**config.mk**
```make
export PLATFORM = sky130hd
export DESIGN_NAME = phased_maj_adder
export DESIGN_NICKNAME = d
export VERILOG_FILES = /design/src/rtl/phased_adder_pkg.sv /design/src/rtl/clocked_gate.sv /design/src/rtl/gate_row.sv /design/src/rtl/prefix_step.sv /design/src/rtl/phased_maj_adder.sv
export SDC_FILE = /design/constraint.sdc
export NUM_CORES = 1
export LEC_CHECK = 0
export ABC_CLOCK_PERIOD_IN_PS = 2200
export BUFFER_PORTS_ARGS = -buffer_cell sky130_fd_sc_hd__buf_2
export CORE_MARGIN = 4
export CORE_UTILIZATION = 45
export CTS_BUF_LIST = sky130_fd_sc_hd__clkbuf_16
export DETAILED_ROUTE_END_ITERATION = 8
export PLACE_DENSITY = 0.63
export SYNTH_ARGS = -nofsm -noshare
export SYNTH_HDL_FRONTEND = slang
export SYNTH_SLANG_ARGS = --single-unit
```
**constraint.sdc**
```tcl
create_clock -name clk_i -period 2.2 [get_ports clk_i]
set_input_delay 0.22 -clock clk_i [delete_from_list [all_inputs] [get_ports clk_i]]
set_output_delay 0.22 -clock clk_i [all_outputs]
set_load 0.02 [all_outputs]
```
**src/rtl/phased_adder_pkg.sv**
```systemverilog
package phased_adder_pkg;

  localparam int PHASES = 3;

  typedef enum logic [1:0] {
    FN_BUF = 2'd0,
    FN_AND = 2'd1,
    FN_OR  = 2'd2,
    FN_MAJ = 2'd3
  } gate_fn_e;

endpackage

```
**src/rtl/clocked_gate.sv**
```systemverilog
module clocked_gate
  import phased_adder_pkg::*;
#(
  parameter gate_fn_e   FN  = FN_BUF,
  parameter logic [2:0] INV = 3'b000
) (
  input  logic       clk_i,
  input  logic       rst_ni,
  input  logic       en_i,
  input  logic [2:0] in_i,
  output logic       out_o
);

  logic [2:0] x;
  logic       f;

  assign x = in_i ^ INV;

  always_comb begin
    case (FN)
      FN_AND:  f = x[0] & x[1];
      FN_OR:   f = x[0] | x[1];
      FN_MAJ:  f = (x[0] & x[1]) | (x[0] & x[2]) | (x[1] & x[2]);
      default: f = x[0];
    endcase
  end

  // storage written only during the assigned phase
  always_ff @(posedge clk_i or negedge rst_ni) begin
    if (!rst_ni)   out_o <= 1'b0;
    else if (en_i) out_o <= f;
  end

endmodule

```
**src/rtl/gate_row.sv**
```systemverilog
module gate_row
  import phased_adder_pkg::*;
#(
  parameter int         N   = 16,
  parameter gate_fn_e   FN  = FN_BUF,
  parameter logic [2:0] INV = 3'b000
) (
  input  logic         clk_i,
  input  logic         rst_ni,
  input  logic         en_i,
  input  logic [N-1:0] a_i,
  input  logic [N-1:0] b_i,
  input  logic [N-1:0] c_i,
  output logic [N-1:0] y_o
);

  for (genvar j = 0; j < N; j++) begin : g_bit
    clocked_gate #(.FN(FN), .INV(INV)) u_gate (
      .clk_i (clk_i),
      .rst_ni(rst_ni),
      .en_i  (en_i),
      .in_i  ({c_i[j], b_i[j], a_i[j]}),
      .out_o (y_o[j])
    );
  end

endmodule

```
**src/rtl/prefix_step.sv**
```systemverilog
module prefix_step
  import phased_adder_pkg::*;
#(
  parameter int N    = 17,
  parameter int DIST = 1
) (
  input  logic         clk_i,
  input  logic         rst_ni,
  input  logic         en_i,
  input  logic [N-1:0] g_i,
  input  logic [N-1:0] t_i,
  output logic [N-1:0] g_o,
  output logic [N-1:0] t_o
);

  for (genvar j = 0; j < N; j++) begin : g_pos
    if (j >= DIST) begin : g_comb
      // generate <= transmit lets one majority cell do g_hi | t_hi & x_lo
      clocked_gate #(.FN(FN_MAJ)) u_g (
        .clk_i(clk_i), .rst_ni(rst_ni), .en_i(en_i),
        .in_i ({g_i[j-DIST], t_i[j], g_i[j]}),
        .out_o(g_o[j])
      );
      clocked_gate #(.FN(FN_MAJ)) u_t (
        .clk_i(clk_i), .rst_ni(rst_ni), .en_i(en_i),
        .in_i ({t_i[j-DIST], t_i[j], g_i[j]}),
        .out_o(t_o[j])
      );
    end else begin : g_pass
      clocked_gate #(.FN(FN_BUF)) u_g (
        .clk_i(clk_i), .rst_ni(rst_ni), .en_i(en_i),
        .in_i ({2'b00, g_i[j]}),
        .out_o(g_o[j])
      );
      clocked_gate #(.FN(FN_BUF)) u_t (
        .clk_i(clk_i), .rst_ni(rst_ni), .en_i(en_i),
        .in_i ({2'b00, t_i[j]}),
        .out_o(t_o[j])
      );
    end
  end

endmodule

```
**src/rtl/phased_maj_adder.sv**
```systemverilog
module phased_maj_adder
  import phased_adder_pkg::*;
#(
  parameter int W = 16
) (
  input  logic         clk_i,
  input  logic         rst_ni,
  input  logic [2:0]   phase_en_i,
  input  logic         in_valid_i,
  input  logic [W-1:0] a_i,
  input  logic [W-1:0] b_i,
  input  logic         cin_i,
  output logic [W-1:0] sum_o,
  output logic         cout_o,
  output logic         out_valid_o
);

  localparam int N    = W + 1;
  localparam int S    = $clog2(N);
  localparam int LAST = 3 + S;

  logic [W-1:0] zw;
  assign zw = '0;

  // level 0: input splitters
  logic [W-1:0] a_l0, b_l0;
  logic         cin_l0;
  logic         v_q [LAST+1];

  gate_row #(.N(W), .FN(FN_BUF)) u_a_l0 (
    .clk_i(clk_i), .rst_ni(rst_ni), .en_i(phase_en_i[0]),
    .a_i(a_i), .b_i(zw), .c_i(zw), .y_o(a_l0)
  );
  gate_row #(.N(W), .FN(FN_BUF)) u_b_l0 (
    .clk_i(clk_i), .rst_ni(rst_ni), .en_i(phase_en_i[0]),
    .a_i(b_i), .b_i(zw), .c_i(zw), .y_o(b_l0)
  );
  clocked_gate #(.FN(FN_BUF)) u_cin_l0 (
    .clk_i(clk_i), .rst_ni(rst_ni), .en_i(phase_en_i[0]),
    .in_i({2'b00, cin_i}), .out_o(cin_l0)
  );
  clocked_gate #(.FN(FN_BUF)) u_v_l0 (
    .clk_i(clk_i), .rst_ni(rst_ni), .en_i(phase_en_i[0]),
    .in_i({2'b00, in_valid_i}), .out_o(v_q[0])
  );

  // valid travels through a buffer at every level
  for (genvar k = 1; k <= LAST; k++) begin : g_vld
    clocked_gate #(.FN(FN_BUF)) u_v (
      .clk_i(clk_i), .rst_ni(rst_ni), .en_i(phase_en_i[k % PHASES]),
      .in_i({2'b00, v_q[k-1]}), .out_o(v_q[k])
    );
  end

  // level 1: per-bit generate / transmit, carry-in as position 0
  logic [W-1:0] g_l1, t_l1;
  logic         cg_l1, ct_l1;

  gate_row #(.N(W), .FN(FN_AND)) u_g_l1 (
    .clk_i(clk_i), .rst_ni(rst_ni), .en_i(phase_en_i[1]),
    .a_i(a_l0), .b_i(b_l0), .c_i(zw), .y_o(g_l1)
  );
  gate_row #(.N(W), .FN(FN_OR)) u_t_l1 (
    .clk_i(clk_i), .rst_ni(rst_ni), .en_i(phase_en_i[1]),
    .a_i(a_l0), .b_i(b_l0), .c_i(zw), .y_o(t_l1)
  );
  clocked_gate #(.FN(FN_BUF)) u_cg_l1 (
    .clk_i(clk_i), .rst_ni(rst_ni), .en_i(phase_en_i[1]),
    .in_i({2'b00, cin_l0}), .out_o(cg_l1)
  );
  clocked_gate #(.FN(FN_BUF)) u_ct_l1 (
    .clk_i(clk_i), .rst_ni(rst_ni), .en_i(phase_en_i[1]),
    .in_i({2'b00, cin_l0}), .out_o(ct_l1)
  );

  // levels 2 .. 1+S: parallel-prefix lookahead
  logic [N-1:0] g_q [S+1];
  logic [N-1:0] t_q [S+1];

  assign g_q[0] = {g_l1, cg_l1};
  assign t_q[0] = {t_l1, ct_l1};

  for (genvar k = 0; k < S; k++) begin : g_pfx
    prefix_step #(.N(N), .DIST(1 << k)) u_step (
      .clk_i (clk_i),
      .rst_ni(rst_ni),
      .en_i  (phase_en_i[(2 + k) % PHASES]),
      .g_i   (g_q[k]),
      .t_i   (t_q[k]),
      .g_o   (g_q[k+1]),
      .t_o   (t_q[k+1])
    );
  end

  // half-sum at level 2 (t & ~g), then balancing buffers up to level 1+S
  logic [W-1:0] h_q [S];

  gate_row #(.N(W), .FN(FN_AND), .INV(3'b010)) u_h_l2 (
    .clk_i(clk_i), .rst_ni(rst_ni), .en_i(phase_en_i[2]),
    .a_i(t_l1), .b_i(g_l1), .c_i(zw), .y_o(h_q[0])
  );

  for (genvar k = 1; k < S; k++) begin : g_hbuf
    gate_row #(.N(W), .FN(FN_BUF)) u_hb (
      .clk_i(clk_i), .rst_ni(rst_ni), .en_i(phase_en_i[(2 + k) % PHASES]),
      .a_i(h_q[k-1]), .b_i(zw), .c_i(zw), .y_o(h_q[k])
    );
  end

  // level 2+S: two product terms of h xor carry
  logic [W-1:0] carry_in, p_hc, p_ch;
  logic         co_pre;

  assign carry_in = g_q[S][W-1:0];

  gate_row #(.N(W), .FN(FN_AND), .INV(3'b010)) u_p_hc (
    .clk_i(clk_i), .rst_ni(rst_ni), .en_i(phase_en_i[(2 + S) % PHASES]),
    .a_i(h_q[S-1]), .b_i(carry_in), .c_i(zw), .y_o(p_hc)
  );
  gate_row #(.N(W), .FN(FN_AND), .INV(3'b001)) u_p_ch (
    .clk_i(clk_i), .rst_ni(rst_ni), .en_i(phase_en_i[(2 + S) % PHASES]),
    .a_i(h_q[S-1]), .b_i(carry_in), .c_i(zw), .y_o(p_ch)
  );
  clocked_gate #(.FN(FN_BUF)) u_co_pre (
    .clk_i(clk_i), .rst_ni(rst_ni), .en_i(phase_en_i[(2 + S) % PHASES]),
    .in_i({2'b00, g_q[S][W]}), .out_o(co_pre)
  );

  // last level: sum and carry-out
  gate_row #(.N(W), .FN(FN_OR)) u_sum (
    .clk_i(clk_i), .rst_ni(rst_ni), .en_i(phase_en_i[LAST % PHASES]),
    .a_i(p_hc), .b_i(p_ch), .c_i(zw), .y_o(sum_o)
  );
  clocked_gate #(.FN(FN_BUF)) u_cout (
    .clk_i(clk_i), .rst_ni(rst_ni), .en_i(phase_en_i[LAST % PHASES]),
    .in_i({2'b00, co_pre}), .out_o(cout_o)
  );

  assign out_valid_o = v_q[LAST];

endmodule

```
# Yosys cells after proc, flatten, opt, wreduce, memory -nomap -nowiden
# Index checks and enable logic that the tools add are counted.
# word_totals
ff_bits,328
inputBits,39
output_inout_bits,18
elab_cells,894
# classes
bitwise_logic,566
# op_table
op,n
$and A1 B1 Y1,302
$or A1 B1 Y1,216
$not A1 Y1,48

# Depth between registers and ports, before layout
# logic_depth
depth_word,3
depth_mapped,5
ltp_nobuf,2

# By module
# From an unflattened synthesis, not the netlist that was laid out.
# hier_totals
hier_cells,1274
area_unflattened_um2,15577.4
# by_module_without_submodules
mod,n_inst,cells_per_inst,area_each_um2,seq_area_each_um2
clocked_gate at g_hbuf[1].u_hb.g_bit[0].u_gate ...,172,2,40.0,25.0
clocked_gate at g_pfx[0].u_step.g_pos[10].g_comb.u_g ...,108,5,45.0,25.0
clocked_gate at u_h_l2.g_bit[0].u_gate ...,48,4,41.3,25.0
clocked_gate at u_sum.g_bit[0].u_gate ...,32,4,37.5,25.0
clocked_gate at u_g_l1.g_bit[0].u_gate ...,16,4,38.8,25.0
prefix_step,5,1,3.8,0.0
phased_maj_adder,1,1,3.8,0.0

# Least setup slack after synthesis
# Ideal clock, no wire load.
# synth_timing
kind,input to register
start,input port phase_en_i[0]
end,register g_hbuf[1].u_hb.g_bit[0].u_gate.out_o
setup_time_ns,0.125
t_arrival_ns,0.930
required_ns,2.075
slack_ns,1.145
path_stages,4
n_path_buf,3
path_cell_list,buf_2 > buf_6 > buf_6 > mux2_4
# synth_rtl
element,line,source
"start, declared",phased_maj_adder.sv:8,"input logic [2:0] phase_en_i,"
"end signal, assigned",clocked_gate.sv:30,if (!rst_ni) out_o <= 1'b0;
"end signal, assigned",clocked_gate.sv:31,else if (en_i) out_o <= f;
"end, declared",clocked_gate.sv:11,output logic out_o
# No word-level cell between the ends.

# Worst setup path in the final report
# layout_timing
start,register u_sum.g_bit[5].u_gate.out_o
end,output port sum_o[5]
# layout_rtl
element,line,source
"start, declared",clocked_gate.sv:11,
"start signal, assigned",clocked_gate.sv:30,
"start signal, assigned",clocked_gate.sv:31,
"end, declared",phased_maj_adder.sv:13,"output logic [W-1:0] sum_o,"
# No word-level cell between the ends.

==> out/metrics.cfg <==
[outcome]
outcome=finished, final reports clean

[global_routing]
globalRouteOverflowTotal=0
met1_usage=0.233
globalRouteMet3Util=0.0254
grt_overall_usage=0.156
global_route_wire_length_before_repair_um=43000
grt.met2_usage=0.240
pin_count_of_the_biggest_net_entering_global_routing=83
gr-max-usage-layer=met2
initial_antenna_violation_count=0
grt_pass1_vias=8123

[sta]
maxSlewViolCount=0
timing.hold.ws_ps=119
worst_slack_ps=930
final_hold_viol_count=0
max_slew.worst_pin.slew_ps=529
clock_skew_after_layout_ps=10.8
post-route-min-period_ps=1270
finish_stage_setup_viols=0
timing.final.crit_share=0.577
maxClockFrequency_mhz=788
relSlewSlack=0.647
rsz0062_at_grt=no
totalNegativeSetupSlack_ps=0

[clocking]
ctsRootBufferMaster=sky130_fd_sc_hd__clkbuf_16
post_cts_hold_buffer_count=35
path_clk_slew_ps=60
cts_made_buffers=36
cts_resized=0
insertion_delay_ps=500
cts.htree.levels=2
cts_setup_buffers=0
cts_buffer_depth=3
tritoncts_clock_tree=done
tritoncts_num_sinks=328

[critical_path]
critical_path.reg2reg.startpoint=g_pfx[0].u_step.g_pos[9].g_comb.u_t.out_o
critPathLaunch=u_sum.g_bit[5].u_gate.out_o
crit_type=reg2out
cp_cell_sequence=buf_2
timing.critical_path.buf_inv=1
start_kind=flop
timing.critical_path.fanout_max=2
setup.reg_to_reg.worst_slack_ps=1210
worst_ep_arrival_time_ps=1050
slowest_delay_ps=390
crit_required_ps=1980
worst_path_max_delay_cell=sky130_fd_sc_hd__dfrtp_1
path_delay_family=flip-flops
worst_setup_path_end_kind=primary output

[drt]
post-route-drc-count=0
routed_antenna_nets=0
viasPerCell=5.13
drt_pass1_iterations=4
num_vias=8300
wl_per_cell_um=15.5
drt_initial_violations=460
postRouteWirelength_um=25000

[synthesis]
synth_area_um2=13400
ys_warn_count=0
yosys.cell_types.count=19
synthArstFlopShare=1.00
synth_nets=1169
synth_seq_area_share=0.612
avgSynthCellArea_um2=11.9
synth-edff-count=0
ys.flop_type=sky130_fd_sc_hd__dfrtp_1
synth_cells=1130
synth_seq_cells=328

[place]
dp_hpwl_um=16500
dp_worst_setup_slack_ps=786
postPlaceCellArea_um2=14000
port_buffers=56
dpl_cells=1521
routabilityCongestion=0.734

[power]
vdd.ir_drop.worst_mv=0.618
leakage_nw=6.92
power_density_nw_per_um2=1060
total_power_mw=16.5

[layout]
final_area_um2=15500
final_cell_mix=sky130_fd_sc_hd__dfrtp_1, sky130_fd_sc_hd__inv_1, sky130_fd_sc_hd__a21oi_1
count_of_non_filler_cells_in_the_finished_layout=1619
final_util=0.532
commonest_non_fill_non_tap_cell_in_the_layout=sky130_fd_sc_hd__dfrtp_1
final.fill_count=2474
number_of_nets_in_the_layout=1249
areaGrowthSynthToFinish_pct=15.5
post_route_cells_drive_above_1_share=0.228
antenna_cells_inserted=0

[min_path]
worst_hold_startpoint=phase_en_i[2]
hp-class=in2reg

[floorplanning]
die_height_um=181
die_x_um=181
start_util=0.461
number_of_i_o_pins=57
core_um2=29100
num_rows=62
floorplan.die_area_um2=32600

[flow_run]
max_cap_violations=0

==> cell usage after synthesis, types with 4 or more instances <==
cell	instances	area, um2
sky130_fd_sc_hd__a21oi_1	108	541
sky130_fd_sc_hd__a31o_2	16	140
sky130_fd_sc_hd__a31oi_1	16	100
sky130_fd_sc_hd__buf_2	39	195
sky130_fd_sc_hd__buf_4	19	143
sky130_fd_sc_hd__buf_6	7	78.8
sky130_fd_sc_hd__clkbuf_1	4	15.0
sky130_fd_sc_hd__dfrtp_1	328	8210
sky130_fd_sc_hd__inv_1	140	526
sky130_fd_sc_hd__mux2_2	95	1070
sky130_fd_sc_hd__mux2_4	45	676
sky130_fd_sc_hd__nand3_1	16	80.1
sky130_fd_sc_hd__nand3b_1	32	240
sky130_fd_sc_hd__nor2_1	48	180
sky130_fd_sc_hd__nor2b_1	16	100
sky130_fd_sc_hd__o21ai_0	107	536
sky130_fd_sc_hd__o22ai_1	92	576
==> registers in the layout, summed over array words and instances (netlist names) <==
signal / cells
u_sum.g_bit.u_gate.out_o: 16
g_pfx.u_step.g_pos.g_pass.u_g.out_o: 31
u_cin_l0.out_o: 1
g_vld.u_v.out_o: 8
u_a_l0.g_bit.u_gate.out_o: 16
u_v_l0.out_o: 1
u_p_ch.g_bit.u_gate.out_o: 16
u_g_l1.g_bit.u_gate.out_o: 16
u_h_l2.g_bit.u_gate.out_o: 16
u_t_l1.g_bit.u_gate.out_o: 16
u_p_hc.g_bit.u_gate.out_o: 16
g_hbuf.u_hb.g_bit.u_gate.out_o: 64
g_pfx.u_step.g_pos.g_comb.u_g.out_o: 54
g_pfx.u_step.g_pos.g_comb.u_t.out_o: 38
u_b_l0.g_bit.u_gate.out_o: 16
u_cg_l1.out_o: 1
u_co_pre.out_o: 1
u_cout.out_o: 1
==> worst paths after layout <==
path                            cells past startpoint                                   endpoint
worst max-delay path                                1                                   sum_o[5]
worst min-delay path                                2                u_sum.g_bit[4].u_gate.out_o
worst max register to register                      2  g_pfx[1].u_step.g_pos[9].g_comb.u_g.out_o
worst min register to register                      1  g_pfx[4].u_step.g_pos[2].g_pass.u_g.out_o
max in group asynchronous                           3               u_t_l1.g_bit[1].u_gate.out_o
min in group asynchronous                           2              u_a_l0.g_bit[12].u_gate.out_o
==> report_power, final <==
| part | leakage (nW) | internal, mW | switching [mW] | total, mW |
|---|---|---|---|---|
| registers | 4.06 | 7.32 | 1.05 | 8.37 |
| logic | 2.29 | 1.38 | 1.15 | 2.53 |
| clock network | 0.573 | 3.27 | 2.28 | 5.55 |
| total | 6.92 | 12.0 | 4.48 | 16.5 |
==> per-layer routing <==
metal  part of all wire  up-vias  routed length [um]
met4              0.021        0                 533
met2               0.45      111               11300
met3              0.033       43                 816
met5                  0        -                   0
met1               0.49     4032               12400
li1                   -     4114                   -
==> final cells by class <==
cell class | instances | area [um2] | area share
multi-input cells | 592 | 4240 | 0.274
clock inverters | 26 | 165 | 0.0107
inverters | 140 | 526 | 0.0339
repair buffers | 112 | 938 | 0.0606
clock buffers | 37 | 926 | 0.0598
flip-flops and latches | 328 | 8210 | 0.530
well taps | 384 | 480 | 0.0310
==> kinds of logic after synthesis <==
logic type             synth area share
AOI/OAI and AO/OA                 0.141
DFF                               0.612
buffers and inverters            0.0717
muxes                             0.130
and+or+nand+nor                  0.0448
Power figures use the tool's default switching activity.
